[src/rtl/dmairq_pkg.sv]
package dmairq_pkg;

    localparam int REG_W = 8;

    localparam int B_PARITY  = 6;
    localparam int B_BUSFLT  = 5;
    localparam int B_ABORT   = 4;
    localparam int B_STEP    = 3;
    localparam int B_SCRIPT  = 2;
    localparam int B_ILLEGAL = 0;

    localparam logic [REG_W-1:0] DEF_MASK =
        (REG_W'(1) << B_PARITY) | (REG_W'(1) << B_BUSFLT) |
        (REG_W'(1) << B_ABORT)  | (REG_W'(1) << B_STEP)   |
        (REG_W'(1) << B_SCRIPT) | (REG_W'(1) << B_ILLEGAL);

    typedef enum logic {
        SEL_ENABLE = 1'b0,
        SEL_STATUS = 1'b1
    } reg_sel_e;

    typedef struct packed {
        logic rsv7;
        logic parity;
        logic busflt;
        logic abort;
        logic step;
        logic script;
        logic rsv1;
        logic illegal;
    } dma_cause_t;

    function automatic dma_cause_t keep_defined(input logic [REG_W-1:0] v);
        return dma_cause_t'(v & DEF_MASK);
    endfunction

    function automatic logic any_cause(input dma_cause_t c);
        return |(c & DEF_MASK);
    endfunction

endpackage

[src/rtl/dmairq_enable_reg.sv]
module dmairq_enable_reg
    import dmairq_pkg::*;
(
    input  logic             clk,
    input  logic             rst,
    input  logic             wr_en,
    input  logic [REG_W-1:0] wr_data,
    output dma_cause_t       en_q
);
    dma_cause_t en_r;

    always_ff @(posedge clk) begin
        if (rst)
            en_r <= '0;
        else if (wr_en)
            en_r <= keep_defined(wr_data);
    end

    assign en_q = en_r;

    AST_EN_RSVD_ZERO: assert property (@(posedge clk) disable iff (rst)
        (en_r & ~DEF_MASK) == '0);

endmodule

[src/rtl/dmairq_status_reg.sv]
module dmairq_status_reg
    import dmairq_pkg::*;
(
    input  logic             clk,
    input  logic             rst,
    input  logic [REG_W-1:0] evt,
    input  logic             rd_clr,
    output dma_cause_t       stat_q,
    output logic             halt_q
);
    dma_cause_t new_evt;
    dma_cause_t stat_r;
    dma_cause_t stat_nx;
    logic       halt_r;
    logic       halt_nx;

    always_comb begin
        new_evt = keep_defined(evt);
        if (rd_clr)
            stat_nx = new_evt;
        else
            stat_nx = stat_r | new_evt;
        if (any_cause(new_evt))
            halt_nx = 1'b1;
        else if (rd_clr)
            halt_nx = 1'b0;
        else
            halt_nx = halt_r;
    end

    always_ff @(posedge clk) begin
        if (rst) begin
            stat_r <= '0;
            halt_r <= 1'b0;
        end else begin
            stat_r <= stat_nx;
            halt_r <= halt_nx;
        end
    end

    assign stat_q = stat_r;
    assign halt_q = halt_r;

    AST_EVT_STICKS: assert property (@(posedge clk) disable iff (rst)
        any_cause(dma_cause_t'(evt)) |=> ((stat_r & $past(evt & DEF_MASK)) == $past(evt & DEF_MASK)));
    AST_HALT_ON_EVT: assert property (@(posedge clk) disable iff (rst)
        any_cause(dma_cause_t'(evt)) |=> halt_r);
    AST_READ_CLEARS: assert property (@(posedge clk) disable iff (rst)
        (rd_clr && (evt & DEF_MASK) == '0) |=> (stat_r == '0));
    AST_HALT_HOLDS: assert property (@(posedge clk) disable iff (rst)
        (halt_r && !rd_clr) |=> halt_r);
    AST_RSVD_IGNORED: assert property (@(posedge clk) disable iff (rst)
        (stat_r & ~DEF_MASK) == '0);

endmodule

[src/rtl/dmairq_pin_latch.sv]
module dmairq_pin_latch
    import dmairq_pkg::*;
(
    input  logic       clk,
    input  logic       rst,
    input  dma_cause_t stat_q,
    input  dma_cause_t en_q,
    input  logic       clr,
    output logic       pin_q
);
    logic pin_r;
    logic hit;

    always_comb begin
        hit = any_cause(stat_q & en_q);
    end

    always_ff @(posedge clk) begin
        if (rst)
            pin_r <= 1'b0;
        else if (clr)
            pin_r <= 1'b0;
        else if (hit)
            pin_r <= 1'b1;
    end

    assign pin_q = pin_r;

    AST_PIN_STAYS: assert property (@(posedge clk) disable iff (rst)
        (pin_r && !clr) |=> pin_r);
    AST_PIN_RISES: assert property (@(posedge clk) disable iff (rst)
        (hit && !clr) |=> pin_r);
    AST_PIN_NEEDS_CAUSE: assert property (@(posedge clk) disable iff (rst)
        $rose(pin_r) |-> $past(hit));

endmodule

[src/rtl/dmairq_unit.sv]
module dmairq_unit
    import dmairq_pkg::*;
(
    input  logic             clk,
    input  logic             rst,
    input  logic [REG_W-1:0] evt_i,
    input  logic             en_wr,
    input  logic [REG_W-1:0] en_wdata,
    input  logic             rd_en,
    input  logic             rd_sel,
    input  logic             fn_sel,
    output logic [REG_W-1:0] rd_data,
    output logic             irq_a_n,
    output logic             irq_b_n,
    output logic             dma_pend,
    output logic             halt_req
);
    dma_cause_t       en_q;
    dma_cause_t       stat_q;
    logic             halt_q;
    logic             pin_q;
    logic             stat_rd;
    logic [REG_W-1:0] rd_r;

    assign stat_rd = rd_en && (reg_sel_e'(rd_sel) == SEL_STATUS);

    dmairq_enable_reg u_en (
        .clk     (clk),
        .rst     (rst),
        .wr_en   (en_wr),
        .wr_data (en_wdata),
        .en_q    (en_q)
    );

    dmairq_status_reg u_stat (
        .clk    (clk),
        .rst    (rst),
        .evt    (evt_i),
        .rd_clr (stat_rd),
        .stat_q (stat_q),
        .halt_q (halt_q)
    );

    dmairq_pin_latch u_pin (
        .clk    (clk),
        .rst    (rst),
        .stat_q (stat_q),
        .en_q   (en_q),
        .clr    (stat_rd),
        .pin_q  (pin_q)
    );

    always_ff @(posedge clk) begin
        if (rst)
            rd_r <= '0;
        else if (rd_en)
            rd_r <= stat_rd ? REG_W'(stat_q) : REG_W'(en_q);
    end

    assign rd_data  = rd_r;
    assign dma_pend = any_cause(stat_q);
    assign halt_req = halt_q;
    assign irq_a_n  = ~(pin_q && !fn_sel);
    assign irq_b_n  = ~(pin_q && fn_sel);

    AST_ONE_PIN: assert property (@(posedge clk) disable iff (rst)
        (irq_a_n || irq_b_n));
    AST_PEND_IMPLIES_HALT: assert property (@(posedge clk) disable iff (rst)
        dma_pend |-> halt_req);
    AST_RELEASE_ON_READ: assert property (@(posedge clk) disable iff (rst)
        stat_rd |=> (irq_a_n && irq_b_n));

endmodule

[config.mk]
export PLATFORM = sky130hd
export DESIGN_NAME = dmairq_unit
export DESIGN_NICKNAME = d
export VERILOG_FILES = /design/src/rtl/dmairq_pkg.sv /design/src/rtl/dmairq_enable_reg.sv /design/src/rtl/dmairq_status_reg.sv /design/src/rtl/dmairq_pin_latch.sv /design/src/rtl/dmairq_unit.sv
export SDC_FILE = /design/constraint.sdc
export NUM_CORES = 1
export LEC_CHECK = 0
export BUFFER_PORTS_ARGS = -buffer_cell sky130_fd_sc_hd__buf_4
export CAP_MARGIN = 10
export CORE_ASPECT_RATIO = 0.7
export CORE_MARGIN = 2
export CORE_UTILIZATION = 42
export DETAILED_ROUTE_END_ITERATION = 10
export PLACE_DENSITY = 0.71
export SETUP_SLACK_MARGIN = 0.3
export SYNTH_ARGS = -nofsm -noshare
export SYNTH_HDL_FRONTEND = slang
export SYNTH_SLANG_ARGS = --single-unit
[constraint.sdc]
create_clock -name clk -period 0.8 [get_ports clk]
set_input_delay 0.08 -clock clk [delete_from_list [all_inputs] [get_ports clk]]
set_output_delay 0.08 -clock clk [all_outputs]
set_load 0.01 [all_outputs]
**Word level (Yosys, flattened, before mapping)**

Cells that the tools add are included.

- Flip-flop bits (word level): 24
- Logic and storage cells: 34
- Bits of input ports: 22

- Muxes and demuxes: 4
- Bitwise gates (word level): 4
- Reductions and logical operators: 9

Operators by type and width:

| operator | number |
|---|---|
| OR reduction 6 bit | 3 |
| 2-to-1 mux 8 bit | 1 |
| OR 8 x 7 -> 8 bit | 1 |
| bitwise AND 7 bit | 1 |
| 2-to-1 mux 7 bit | 1 |
| logical AND 1 bit | 3 |
| 2-to-1 mux 1 bit | 2 |
| inverter 1 bit | 2 |
| nonzero test 2 bit | 1 |
| OR reduction 2 bit | 1 |
| zero test 1 bit | 1 |

**Logic depth before layout (Yosys ltp)**

- Word-level depth: 3
- Gate-level depth with buffers: 4
- Gate-level depth less buffers: 2

**By module**

Synthesis repeated with hierarchy kept, for this count alone.

- Cell total of the unflattened synthesis: 100
- Area total of the unflattened synthesis: 955.9 sq um

Modules (own cells, without submodules):

| module | times used | cells each | area each (sq um) |
|---|---|---|---|
| dmairq_unit | 1 | 42 | 395.4 |
| dmairq_status_reg | 1 | 31 | 276.5 |
| dmairq_enable_reg | 1 | 22 | 232.7 |
| dmairq_pin_latch | 1 | 5 | 51.3 |

**Worst setup path after synthesis**

Ideal clock, no wire load.

- Path type: register to register
- From: register u_stat.stat_r, in the netlist u_stat.stat_q[5]
- To: register u_pin.pin_r, in the netlist u_pin.pin_q
- Data required time: 0.669 ns
- Path buffers: 0
- Arrival time: 0.721 ns
- Setup time: 0.131 ns
- Cell stages (with the launch flop): 3
- Setup slack: -0.052 ns
- Path through: dfxtp_1 -> a222oi_1 -> a31oi_1

- Word-level cells in the longest chain between the ends: 2

RTL lines:

| what | line | source |
|---|---|---|
| start: declaration | dmairq_status_reg.sv:12 | `dma_cause_t stat_r;` |
| start signal: assignment | dmairq_status_reg.sv:36 | `stat_r <= stat_nx;` |
| bitwise AND 7 bit | dmairq_pin_latch.sv:15 | `hit = any_cause(stat_q & en_q);` |
| OR reduction 6 bit | dmairq_pkg.sv:38 | `return \|(c & DEF_MASK);` |
| end signal: assignment | dmairq_pin_latch.sv:20 | `pin_r <= 1'b0;` |
| end signal: assignment | dmairq_pin_latch.sv:22 | `pin_r <= 1'b0;` |
| end signal: assignment | dmairq_pin_latch.sv:24 | `pin_r <= 1'b1;` |
| end: declaration | dmairq_pin_latch.sv:11 | `logic pin_r;` |

No other way between the ends.
A chain may end at the register's enable or synchronous reset.

**Worst setup path after layout**

- From: register u_stat.stat_r, in the netlist u_stat.stat_q[5]
- To: output dma_pend

- Word-level cells in the longest chain between the ends: 1

RTL lines:

| what | line | source |
|---|---|---|
| OR reduction 6 bit | dmairq_pkg.sv:38 |  |
| end: declaration | dmairq_unit.sv:15 | `output logic dma_pend,` |

No other way between the ends.

==> out/qor.csv <==
metric,value,unit
cp_cell_sequence,nor4_2 -> nand2_1 -> buf_6,
p_switching,0.544,mW
whs,-0.00167,ns
io_pins,34,
critical-path-top-delay-family,simple AND/OR/NAND/NOR gates,
path_buf_inv,1,
hold-path-cell-count,2,
fmax,814,MHz
leakage,0.559,nW
wl,1910,µm
met3_usage,6.48,%
drt_iter0_drc,31,
die_area,0.00247,mm²
fin_crit,1.23,ns
p_int,1.63,mW
grt_pass1_wl,3110,µm
ys_seq_elements,20,
violations,"DRC, hold timing, setup timing",
syn_area_per_cell,10.2,µm²
final_antenna_net_count,0,
crit_fanout,2,
port_buffers,27,
hold_buffers,0,
async_reset_ff_share,0,%
final_hold_viol_count,1,
routed_via_density,5.20,
layout_common_cells,"21 x buf_4, 19 x dfxtp_2, 17 x buf_6",
worst_path_max_delay_cell,dfxtp_2,
drt-wirelength-per-cell,13.5,µm
status,"finished, violations left",
layoutNonFillerInstCount,142,
reg2reg_from,u_stat.stat_q[5]$_SDFF_PP0_,
synth.cell_area,876,µm²
ctsHtreeMaxLevel,1,
r2r-end,u_pin.pin_q$_SDFFE_PP0P_,
die-height,42.2,µm
busiest_layer,met2,
final_common_cell,buf_4,
comb_power_share,20.4,%
synth.distinct_cells,21,
seq_power_share,52.2,%
cts.sinks,20,
end_kind,primary output,
dieWidth,58.6,µm
fin_ws,-0.428,ns
synth_warnings,0,
min_to,u_stat.stat_q[2]$_SDFF_PP0_,
slew_violations,0,
clk-insertion-delay-late,0.30,ns
gp_congestion,0.762,
clock_skew,0.000552,ns
areaGrowthSynthToFinish,46.3,%
fin_nets,143,
num_vias,738,
rsz0062_at_grt,true,
holdCritPathClass,primary input to flop,
dp_slack,-0.145,ns
grt_use_met2,24.7,%
ir_drop,0.000964,V
diodes,0,
critPathKind,flop to primary output,
cts_tree,done,
grt_start_max_net_pins,21,
detail_route.first_pass.iterations,7,
overflow,0,
pwr-share-clk,27.4,%
p_sw_share,25.1,%
start_kind,flop,
root_buffer,clkbuf_4,
layout-drive-gt1-share,62.5,%
fp-row-count,13,
cts_buffer_depth,2,
ys.flop_type,dfxtp_1,
fp.coreArea,0.00192,mm²
yosysSeqAreaShare,45.7,%
grt_pass1_vias,661,
critPathRequiredTime,0.72,ns
final_util,66.8,%
r2r_slack,-0.37,ns
track_usage,16.9,%
holdCritStartpoint,evt_i[2],
finalCritPeriodShare,154,%
clkTransAtPathRegs,0.11,ns
use_met1,23.2,%
place_inst,131,
grt_antenna_before_repair,0,
r2r_cells,4,
slowest_delay,0.34,ns
cts_made_buffers,3,
initial_core_util,45.6,%
drc,4,
setup_viol,17,
hpwl,1330,µm
critPathArrivalTime,1.15,ns
synth_edf_count,0,
power_density,1690,mW/mm²
max-cap-violations,0,
syn_inst,86,
cp-startpoint,u_stat.stat_q[5]$_SDFF_PP0_,
[logic make-up (layout without fill, tap and decap cells)]
group	after synthesis	in the layout	synth area share, %
flops	20	20	45.7
simple gates	19	19	9.00
buf+inv	9	42	7.86
other cells	1	2	0.428
mux	12	12	13.7
compound gates	25	25	23.3
[sequential cells by signal (all words and copies together) (netlist names)]
| name | flops |
|---|---|
| rd_data | 6 |
| u_en.en_q | 6 |
| u_stat.stat_q | 6 |
| u_pin.pin_q | 1 |
| u_stat.halt_q | 1 |
[synth_stat cells, drive strengths merged, types with 2 or more instances]
cell | instances | share of area (%)
o21ba | 6 | 6.9
a211oi | 6 | 5.1
a21boi | 6 | 5.1
a31oi | 2 | 1.4
clkbuf | 2 | 0.86
buf | 7 | 7.0
mux2i | 12 | 14
nor2 | 14 | 6.0
nor4 | 2 | 1.4
dfxtp | 20 | 46
nand2 | 2 | 0.86
[worst max-delay path by stage]
stage,depth (start not counted),to,slack [ns]
floorplan,2,u_pin.pin_q$_SDFFE_PP0P_,-0.04
global placement,3,dma_pend,-0.1
detailed placement,3,dma_pend,-0.14
CTS,3,dma_pend,-0.45
global route,3,dma_pend,-0.49
finish,3,dma_pend,-0.43
[metrics by stage]
stage	cell area, µm²	setup TNS [ns]	power, mW
2_1_floorplan	901	-0.0359	1.35
3_3_place_gp	1090	-0.159	1.48
3_5_place_dp	1090	-0.260	1.49
4_1_cts	1200	-1.44	2.12
5_1_grt	1280	-2.52	2.28
6_report	1280	-1.73	2.17
[timing repair]
item                                   4_1_cts  5_1_grt
endpoints found under the hold margin        0        3
setup endpoints to repair                   30       30
buffers inserted                             2        5
pin swaps                                    4        5
gates resized for setup                     23       12
[power by group through the flow]
| stage | Combinational (mW) | Sequential (mW) | Clock [mW] |
|---|---|---|---|
| floorplan | 0.207 | 1.14 | 0 |
| global placement | 0.343 | 1.14 | 0 |
| detailed placement | 0.349 | 1.14 | 0 |
| CTS | 0.389 | 1.13 | 0.600 |
| global route | 0.480 | 1.14 | 0.653 |
| finish | 0.443 | 1.13 | 0.594 |
[cell type report]
class / instances / area (µm²)
timing repair buffer: 38 / 349
multi-input combinational: 58 / 440
clock buffer: 4 / 36.3
sequential: 20 / 428
fill: 153 / 638
tap: 22 / 27.5
[worst reg2reg max path, cell delays in order (launching register included)]
cell,delay [ns]
dfxtp_2,0.34
buf_4,0.13
buf_6,0.11
a222oi_1,0.35
a31oi_1,0.13
[routing by layer]
| layer | wire (µm) | up-vias |
|---|---|---|
| li1 | - | 368 |
| met1 | 942 | 346 |
| met2 | 860 | 22 |
| met3 | 99 | 2 |
| met4 | 12 | 0 |
| met5 | 0 | - |
Note: power is estimated with default switching activity, not from simulation.
